<file path="config.mk">
export PLATFORM = sky130hd
export DESIGN_NAME = usb_ep0_irq_unit
export DESIGN_NICKNAME = d
export VERILOG_FILES = /design/src/rtl/usb_ep0_irq_pkg.sv /design/src/rtl/usb_ep0_addr_watch.sv /design/src/rtl/usb_ep0_sts_bank.sv /design/src/rtl/usb_ep0_irq_merge.sv /design/src/rtl/usb_ep0_irq_unit.sv
export SDC_FILE = /design/constraint.sdc
export NUM_CORES = 1
export LEC_CHECK = 0
export BUFFER_PORTS_ARGS = -buffer_cell sky130_fd_sc_hd__buf_4
export CAP_MARGIN = 20
export CORE_UTILIZATION = 49
export DETAILED_ROUTE_END_ITERATION = 6
export GPL_TIMING_DRIVEN = 0
export PLACE_DENSITY = 0.84
export SLEW_MARGIN = 20
export SYNTH_ARGS = -nofsm -noshare
export SYNTH_HDL_FRONTEND = slang
export SYNTH_SLANG_ARGS = --single-unit
</file>
<file path="constraint.sdc">
create_clock -name clk -period 3.5 [get_ports clk]
set_clock_uncertainty 0.2 [all_clocks]
set_input_delay 0.525 -clock clk [delete_from_list [all_inputs] [get_ports clk]]
set_output_delay 0.525 -clock clk [all_outputs]
set_load 0.03 [all_outputs]
</file>
<file path="src/rtl/usb_ep0_irq_pkg.sv">
package usb_ep0_irq_pkg;
  typedef enum logic {
    SEL_STATUS = 1'b0,
    SEL_MASK   = 1'b1
  } reg_sel_e;

  // generic helpers, width fixed at the widest live register the unit allows
  localparam int MAX_LIVE = 32;

  function automatic logic [MAX_LIVE-1:0] sticky_next(
    input logic [MAX_LIVE-1:0] cur,
    input logic [MAX_LIVE-1:0] set_v,
    input logic [MAX_LIVE-1:0] clr_v
  );
    return set_v | (cur & ~clr_v);
  endfunction

  function automatic logic any_enabled(
    input logic [MAX_LIVE-1:0] sts,
    input logic [MAX_LIVE-1:0] msk
  );
    return |(sts & msk);
  endfunction
endpackage

</file>
<file path="src/rtl/usb_ep0_addr_watch.sv">
module usb_ep0_addr_watch #(
  parameter int ADDR_W = 7
) (
  input  logic              clk,
  input  logic              rst_n,
  input  logic              dbg_en,
  input  logic [ADDR_W-1:0] func_addr,
  output logic              addr_chg
);
  logic [ADDR_W-1:0] prev_q;

  always_ff @(posedge clk or negedge rst_n) begin
    if (!rst_n) prev_q <= '0;
    else        prev_q <= func_addr;
  end

  assign addr_chg = dbg_en && (func_addr != prev_q);
endmodule

</file>
<file path="src/rtl/usb_ep0_sts_bank.sv">
module usb_ep0_sts_bank
  import usb_ep0_irq_pkg::*;
#(
  parameter int LIVE_W = 17
) (
  input  logic              clk,
  input  logic              rst_n,
  input  logic [LIVE_W-1:0] set_vec,
  input  logic [LIVE_W-1:0] clr_vec,
  output logic [LIVE_W-1:0] sts_q
);
  logic [MAX_LIVE-1:0] nxt_wide;

  always_comb begin
    nxt_wide = sticky_next(MAX_LIVE'(sts_q), MAX_LIVE'(set_vec), MAX_LIVE'(clr_vec));
  end

  for (genvar b = 0; b < LIVE_W; b++) begin : g_bit
    always_ff @(posedge clk or negedge rst_n) begin
      if (!rst_n) sts_q[b] <= 1'b0;
      else        sts_q[b] <= nxt_wide[b];
    end
  end

  if (MAX_LIVE > LIVE_W) begin : g_unused
    logic unused_hi;
    assign unused_hi = |nxt_wide[MAX_LIVE-1:LIVE_W];
  end
endmodule

</file>
<file path="src/rtl/usb_ep0_irq_merge.sv">
module usb_ep0_irq_merge
  import usb_ep0_irq_pkg::*;
#(
  parameter int LIVE_W = 17
) (
  input  logic              clk,
  input  logic              rst_n,
  input  logic [LIVE_W-1:0] sts,
  input  logic [LIVE_W-1:0] msk,
  output logic              irq
);
  logic pend;

  assign pend = any_enabled(MAX_LIVE'(sts), MAX_LIVE'(msk));

  always_ff @(posedge clk or negedge rst_n) begin
    if (!rst_n) irq <= 1'b0;
    else        irq <= pend;
  end
endmodule

</file>
<file path="src/rtl/usb_ep0_irq_unit.sv">
module usb_ep0_irq_unit
  import usb_ep0_irq_pkg::*;
#(
  parameter int EVT_W  = 16,
  parameter int ADDR_W = 7,
  parameter int REG_W  = 32
) (
  input  logic              clk,
  input  logic              rst_n,
  input  logic              reg_sel,
  input  logic              reg_wr_en,
  input  logic [REG_W-1:0]  reg_wdata,
  output logic [REG_W-1:0]  reg_rdata,
  input  logic [EVT_W-1:0]  evt_pulse,
  input  logic              cfg_req_done,
  input  logic              dbg_en,
  input  logic [ADDR_W-1:0] func_addr,
  output logic              irq,
  output logic              force_nak
);
  localparam int LIVE_W  = EVT_W + 1;
  localparam int CFG_BIT = EVT_W;
  localparam int RSV_W   = REG_W - LIVE_W;

  // named internal events
  logic              addr_chg;
  logic              cfg_set;
  logic              wr_status;
  logic              wr_mask;
  logic [LIVE_W-1:0] set_vec;
  logic [LIVE_W-1:0] clr_vec;
  logic [LIVE_W-1:0] sts_q;
  logic [LIVE_W-1:0] msk_q;

  assign wr_status = reg_wr_en && (reg_sel_e'(reg_sel) == SEL_STATUS);
  assign wr_mask   = reg_wr_en && (reg_sel_e'(reg_sel) == SEL_MASK);
  assign cfg_set   = cfg_req_done || addr_chg;
  assign set_vec   = {cfg_set, evt_pulse};
  assign clr_vec   = wr_status ? reg_wdata[LIVE_W-1:0] : '0;

  usb_ep0_addr_watch #(.ADDR_W(ADDR_W)) u_addr (
    .clk       (clk),
    .rst_n     (rst_n),
    .dbg_en    (dbg_en),
    .func_addr (func_addr),
    .addr_chg  (addr_chg)
  );

  usb_ep0_sts_bank #(.LIVE_W(LIVE_W)) u_sts (
    .clk     (clk),
    .rst_n   (rst_n),
    .set_vec (set_vec),
    .clr_vec (clr_vec),
    .sts_q   (sts_q)
  );

  always_ff @(posedge clk or negedge rst_n) begin
    if (!rst_n)       msk_q <= '0;
    else if (wr_mask) msk_q <= reg_wdata[LIVE_W-1:0];
  end

  usb_ep0_irq_merge #(.LIVE_W(LIVE_W)) u_irq (
    .clk   (clk),
    .rst_n (rst_n),
    .sts   (sts_q),
    .msk   (msk_q),
    .irq   (irq)
  );

  assign force_nak = sts_q[CFG_BIT];
  assign reg_rdata = {{RSV_W{1'b0}}, (reg_sel ? msk_q : sts_q)};

  logic unused_rsv;
  assign unused_rsv = |reg_wdata[REG_W-1:LIVE_W];
endmodule

</file>
==> impl_metrics.csv, run 1 <==
group,metric,value,unit
final_layout,syn2layout_area_growth,35.4,%
run,cap_violations,0,
clock_network,cts_htree_levels,2,
run_status,status,"complete, but fails checks",
global_routing,grt_pass1_wl,6.28,mm
power,cellLeakagePower,1.21,nW
detailed_routing,dr_wl_met2,1.82,mm
sta,finalHoldViolCount,11,
global_routing,grt_max_degree,43,
floorplan,core_area,3740,µm²
clock_network,ctsRootBufferMaster,"clkbuf_8",
setup_path,r2r-end,"u_sts.sts_q[16]",
floorplan,initial_core_util,52.2,%
final_layout,post_route_cells_drive_above_1_share,38.7,%
setup_path,critPathLaunchType,"primary input",
logic_synthesis,synth.area.top_cells,"dfrtp_1 (54%), mux2_1 (20%), buf_4 (6.5%)",
final_layout,n_antenna_cell,0,
detailed_routing,wl_per_cell,13.6,µm
clock_network,cts_sinks,42,
setup_path,cp_common_cell,"buf_4",
power,pwr-share-comb,22.6,%
clock_network,clk_pin_slew,70,ps
setup_path,worstPathRequired,2770,ps
logic_synthesis,synth_cell_types,21,
clock_network,cts_setup_buffers,0,
detailed_routing,dr_wl_met3,355,µm
worst_hold_path,hold_class,"primary input to async pin",
sta,finalSetupViolCount,0,
floorplan,die_x,65.2,µm
sta,maxSlewHeadroom,66.0,%
setup_path,cp_slowest_stage_delay,370,ps
setup_path,crit_slowest_cell,"mux2_1",
setup_path,endpoint,"reg_rdata[10]",
place,dp_hpwl,2.88,mm
clock_network,cts_tree,"built",
logic_synthesis,syn_inst,153,
floorplan,dieArea,4250,µm²
global_routing,grt_overflow,0,
power,p_clk_share,30.8,%
logic_synthesis,netlist_area,1960,µm²
clock_network,cts_hold_buf,0,
global_routing,antenna_found_initial,0,
logic_synthesis,ys_warn_count,0,
setup_path,r2r_cells,4,
power,p_switching,0.000330,W
detailed_routing,route.detailed.drc,0,
clock_network,cts_buffers,5,
run_status,failed_checks,"negative hold slack",
sta,rsz0062_at_grt,"no",
detailed_routing,drt_iter0_drc,40,
power,p_int,0.000870,W
global_routing,grt.total_usage,20.2,%
setup_path,cp-startpoint,"reg_sel",
power,p_per_area,453,nW/µm²
detailed_routing,dr.pass1.iters,4,
logic_synthesis,yosysTopAreaCellShare,53.7,%
setup_path,path_cells,"buf_4, buf_2, mux2_1, buf_4",
floorplan,die_h,65.2,µm
power,total_power,0.00120,W
logic_synthesis,synth-seq-cells,42,
final_layout,fin_cells,286,
setup_path,crit_fanout,10,
sta,tightest_slew,510,ps
logic_synthesis,yosys.area.top_type,"dfrtp_1",
setup_path,crit_type,"primary input to primary output",
place,post-place-cells,278,
place,gp_congestion,0.779,
floorplan,boundaryPins,95,
setup_path,reg2reg_slack,1870,ps
setup_path,r2r_start,"u_addr.prev_q[3]",
sta,fmax,441,MHz
sta,period_needed,2270,ps
floorplan,rows,22,
sta,slew_violations,0,
setup_path,worstPathArrival,1540,ps
detailed_routing,routed_wl,3.89,mm
setup_path,endpoint_kind,"primary output",
detailed_routing,routed.top_layer,"met4",
logic_synthesis,yosysSeqAreaShare,53.7,%
power,peakVddDrop,264,µV
clock_network,post_cts_resized,0,
power,p_seq_share,46.6,%
detailed_routing,ant_nets,0,
final_layout,finalNetCount,298,
sta,finalSetupTns,0,ps
detailed_routing,viasPerCell,4.91,
detailed_routing,vias,1403,
place,portBuffers,63,
global_routing,grt_pass1_vias,1399,
detailed_routing,drt-met1-wl,1.66,mm
logic_synthesis,avgSynthCellArea,12.8,µm²
clock_network,cts_buffer_depth,2,
clock_network,clkLatencyLatePin,290,ps
power,p_sw_share,27.5,%
sta,whs,-10.8,ps
final_layout,num-fill-cells,282,
sta,fin_crit_sh,64.8,%
sequential cells by signal, summed over array words and instances (netlist names):
name / count
u_sts.sts_q: 17
msk_q: 17
u_addr.prev_q: 7
u_irq.irq: 1
stage by stage:
step	util (%)	cell area, µm²	setup WS [ps]
2_1_floorplan	-	2010	1410
5_1_grt	70.7	2650	1200
3_3_place_gp	67.9	2540	1230
6_report	70.7	2650	1230
4_1_cts	70.7	2650	1220
3_5_place_dp	67.9	2540	1220
cell usage after synthesis:
master and n:
mux2_1 34, a22o_1 1, a221o_1 1, a22oi_1 4, nor2b_1 1, nor4_2 1
dfrtp_1 42, conb_1 1, xnor2_1 2, a222oi_1 1, and3_1 1, nand4_1 1
buf_2 3, a221oi_1 2, xnor2_2 1, buf_4 17, nand2_1 18, a21o_1 16
xor2_1 4, nand3_1 1, nand2_2 1
worst max-delay path: cells and delay by family:
family,cells,cell delay (ps)
buffers and inverters,3,630
muxes,1,370
worst min-delay path by stage:
| stage | depth (start not counted) | slack, ps | start | endpoint |
|---|---|---|---|---|
| 3_3_place_gp | 1 | 280 | u_sts.sts_q[2] | u_sts.sts_q[2] |
| 4_1_cts | 1 | 10 | rst_n | u_addr.prev_q[3] |
| 5_1_grt | 1 | 40 | rst_n | u_sts.sts_q[5] |
| 6_report | 1 | -10 | rst_n | u_addr.prev_q[3] |
| 2_1_floorplan | 0 | 30 | rst_n | msk_q[0] |
| 3_5_place_dp | 1 | 290 | u_sts.sts_q[2] | u_sts.sts_q[2] |
logic make-up after synthesis:
family | after synthesis | share of synthesized area (%)
xor gates and xnor gates | 7 | 3.52
DFF | 42 | 53.7
buffers and inverters | 20 | 7.29
AOI/OAI and AO/OA | 25 | 10.0
other | 1 | 0.192
and+or+nand+nor | 24 | 5.63
muxes | 34 | 19.6
cell type report:
cell class / instances / area [µm²] / area share (%)
clock buffer: 7 / 76.3 / 2.88
buffer: 20 / 143 / 5.39
sequential: 42 / 1050 / 39.7
tap: 48 / 60.1 / 2.27
clock inverter: 1 / 30.0 / 1.13
multi-input combinational: 105 / 815 / 30.8
timing repair buffer: 63 / 473 / 17.9
cell usage in the layout, fill, tap and decap left out:
master and count:
a22oi_1 4, clkbuf_1 2, conb_1 15, dfrtp_1 42
a22o_1 1, nand4_1 1, nor4_2 1, bufinv_16 1
a221o_1 1, a21o_1 16, and3_1 1, nand2_2 1
xor2_1 4, xnor2_2 1, clkbuf_8 5, nor2b_1 1
mux2_1 34, a221oi_1 2, buf_2 3, nand2_1 18
nand3_1 1, a222oi_1 1, buf_4 80, xnor2_1 2
layer usage:
metal  GRT usage (%)  up-vias
li1                -      670
met1            23.3      662
met2            33.6       65
met3            8.16        6
met4            7.34        0
met5               0        -
power groups by stage:
stage / Combinational [W] / Sequential, W / Clock, W
2_1_floorplan: 0.000169 / 0.000560 / 0
3_3_place_gp: 0.000269 / 0.000566 / 0
3_5_place_dp: 0.000273 / 0.000568 / 0
4_1_cts: 0.000275 / 0.000559 / 0.000378
5_1_grt: 0.000291 / 0.000565 / 0.000398
6_report: 0.000272 / 0.000559 / 0.000369
No activity file was read; power rests on OpenSTA's default activity.
==> inputs of run 2 (changes only) <==
- CORE_UTILIZATION: 49 -> 41
- PLACE_DENSITY: 0.84 -> 0.75
- clock period: 3.5 -> 1.8 ns (I/O delays scaled with it)
==> impl_metrics.csv, run 2 (synthesis results as in run 1) <==
group,metric,value,unit
run_status,status,"complete, no violations",
final_layout,postLayoutCoreUtil,68.2,%
clock_network,cts_sinks,42,
final_layout,mostFrequentLayoutCells,"buf_4 (80), dfrtp_1 (42), dlygate4sd3_1 (38)",
sta,finalSetupViolCount,0,
detailed_routing,route.detailed.drc,0,
setup_path,critPathLaunchType,"primary input",
global_routing,antenna_found_initial,0,
worst_hold_path,hold_class,"primary input to flop",
global_routing,grt_pass1_wl,7.50,mm
setup_path,r2r_start,"u_addr.prev_q[3]",
run,cap_violations,0,
sta,finalSetupTns,0,ps
clock_network,cts_buffer_depth,2,
sta,finalHoldViolCount,0,
global_routing,grt_overflow,0,
global_routing,grt_pass1_vias,1586,
sta,whs,7.98,ps
detailed_routing,drt_iter0_drc,47,
clock_network,ctsRootBufferMaster,"clkbuf_8",
floorplan,initial_core_util,43.7,%
worst_hold_path,min_from,"reg_wdata[15]",
floorplan,die_h,71.1,µm
power,p_per_area,785,nW/µm²
final_layout,post_route_cells_drive_above_1_share,33.9,%
sta,fin_crit_sh,95.2,%
floorplan,rows,24,
final_layout,n_antenna_cell,0,
sta,setup_slack,86.1,ps
global_routing,grt.total_usage,19.6,%
clock_network,clk_pin_slew,80,ps
clock_network,clkLatencyLatePin,290,ps
final_layout,finalNetCount,337,
final_layout,fin_cells,329,
clock_network,cts_htree_levels,2,
sta,tightest_slew,529,ps
setup_path,reg2reg_slack,200,ps
detailed_routing,viasPerCell,4.71,
place,post-place-cells,282,
detailed_routing,routed_wl,4.45,mm
final_layout,regArea,1050,µm²
floorplan,dieArea,5050,µm²
setup_path,crit_type,"primary input to primary output",
detailed_routing,wl_per_cell,13.5,µm
sta,rsz0062_at_grt,"no",
detailed_routing,ant_nets,0,
final_layout,num-fill-cells,372,
setup_path,worstPathArrival,1240,ps
power,peakVddDrop,540,µV
floorplan,core_area,4470,µm²
sta,fmax,583,MHz
sta,maxSlewHeadroom,64.7,%
final_layout,final_common_cell,"buf_4",
clock_network,cts_tree,"built",
final_layout,reg_top3,"msk_q (17), u_sts.sts_q (17), u_addr.prev_q (7)",
setup_path,cp-startpoint,"reg_sel",
power,cellLeakagePower,1.39,nW
floorplan,die_x,71.1,µm
place,place_worst_setup_slack,28.6,ps
clock_network,cts_setup_buffers,0,
final_layout,syn2layout_area_growth,56.0,%
sta,period_needed,1710,ps
place,gp_congestion,0.698,
place,portBuffers,63,
sta,slew_violations,0,
floorplan,boundaryPins,95,
global_routing,grt_max_degree,43,
final_layout,multiInputGateArea,815,µm²
clock_network,cts_buffers,5,
detailed_routing,vias,1549,
setup_path,endpoint_kind,"primary output",
setup_path,worstPathRequired,1330,ps
detailed_routing,dr.pass1.iters,7,
setup_path,crit_fanout,10,
## run 2: final timing paths
| check | endpoint | cells after the start |
|---|---|---|
| worst min-delay path | msk_q[15] | 2 |
| worst min register to register | u_sts.sts_q[15] | 1 |
| max in group asynchronous | u_sts.sts_q[15] | 2 |
| min in group asynchronous | u_addr.prev_q[3] | 2 |
| worst max register to register | u_sts.sts_q[16] | 4 |
| worst max-delay path | reg_rdata[8] | 4 |
## run 2: metal layers
metal	up-vias	part of all wire, %	wire length (µm)	global-route usage (%)
li1	752	-	-	-
met1	748	43	1930	24.6
met2	44	52	2320	33.5
met3	5	3.5	155	5.13
met4	0	0.99	44	5.33
met5	-	0	0	0
## run 2: what timing repair did
item | in CTS | in global routing
hold buffers | 35 | 4
setup endpoints to repair | 0 | 11
resized for setup | 0 | 2
endpoints found under the hold margin | 76 | 4
## run 2: metrics by stage
| step | cell area (µm²) | power [W] |
|---|---|---|
| 3_5_place_dp | 2550 | 0.00164 |
| 2_1_floorplan | 2010 | 0.00142 |
| 6_report | 3050 | 0.00240 |
| 5_1_grt | 3050 | 0.00252 |
| 3_3_place_gp | 2550 | 0.00163 |
| 4_1_cts | 3010 | 0.00240 |
## run 2: layout make-up
class,count,area share (%)
Clock buffer,8,3.61
Tap cell,52,2.13
Buffer,20,4.76
Timing Repair Buffer,102,28.4
Sequential cell,42,34.4
Multi-Input combinational cell,105,26.7
## run 2: power by group
part / leakage, nW / internal [W] / total [W] / switching (W)
registers: 0.450 / 0.00103 / 0.00109 / 0.0000609
clock network: 0.0575 / 0.000388 / 0.000710 / 0.000322
logic: 0.877 / 0.000305 / 0.000598 / 0.000292
total: 1.39 / 0.00172 / 0.00240 / 0.000676
## run 2: critical path, stage by stage
cell and delay, ps:
buf_4 170, clkbuf_4 270, mux2_1 350, buf_4 170
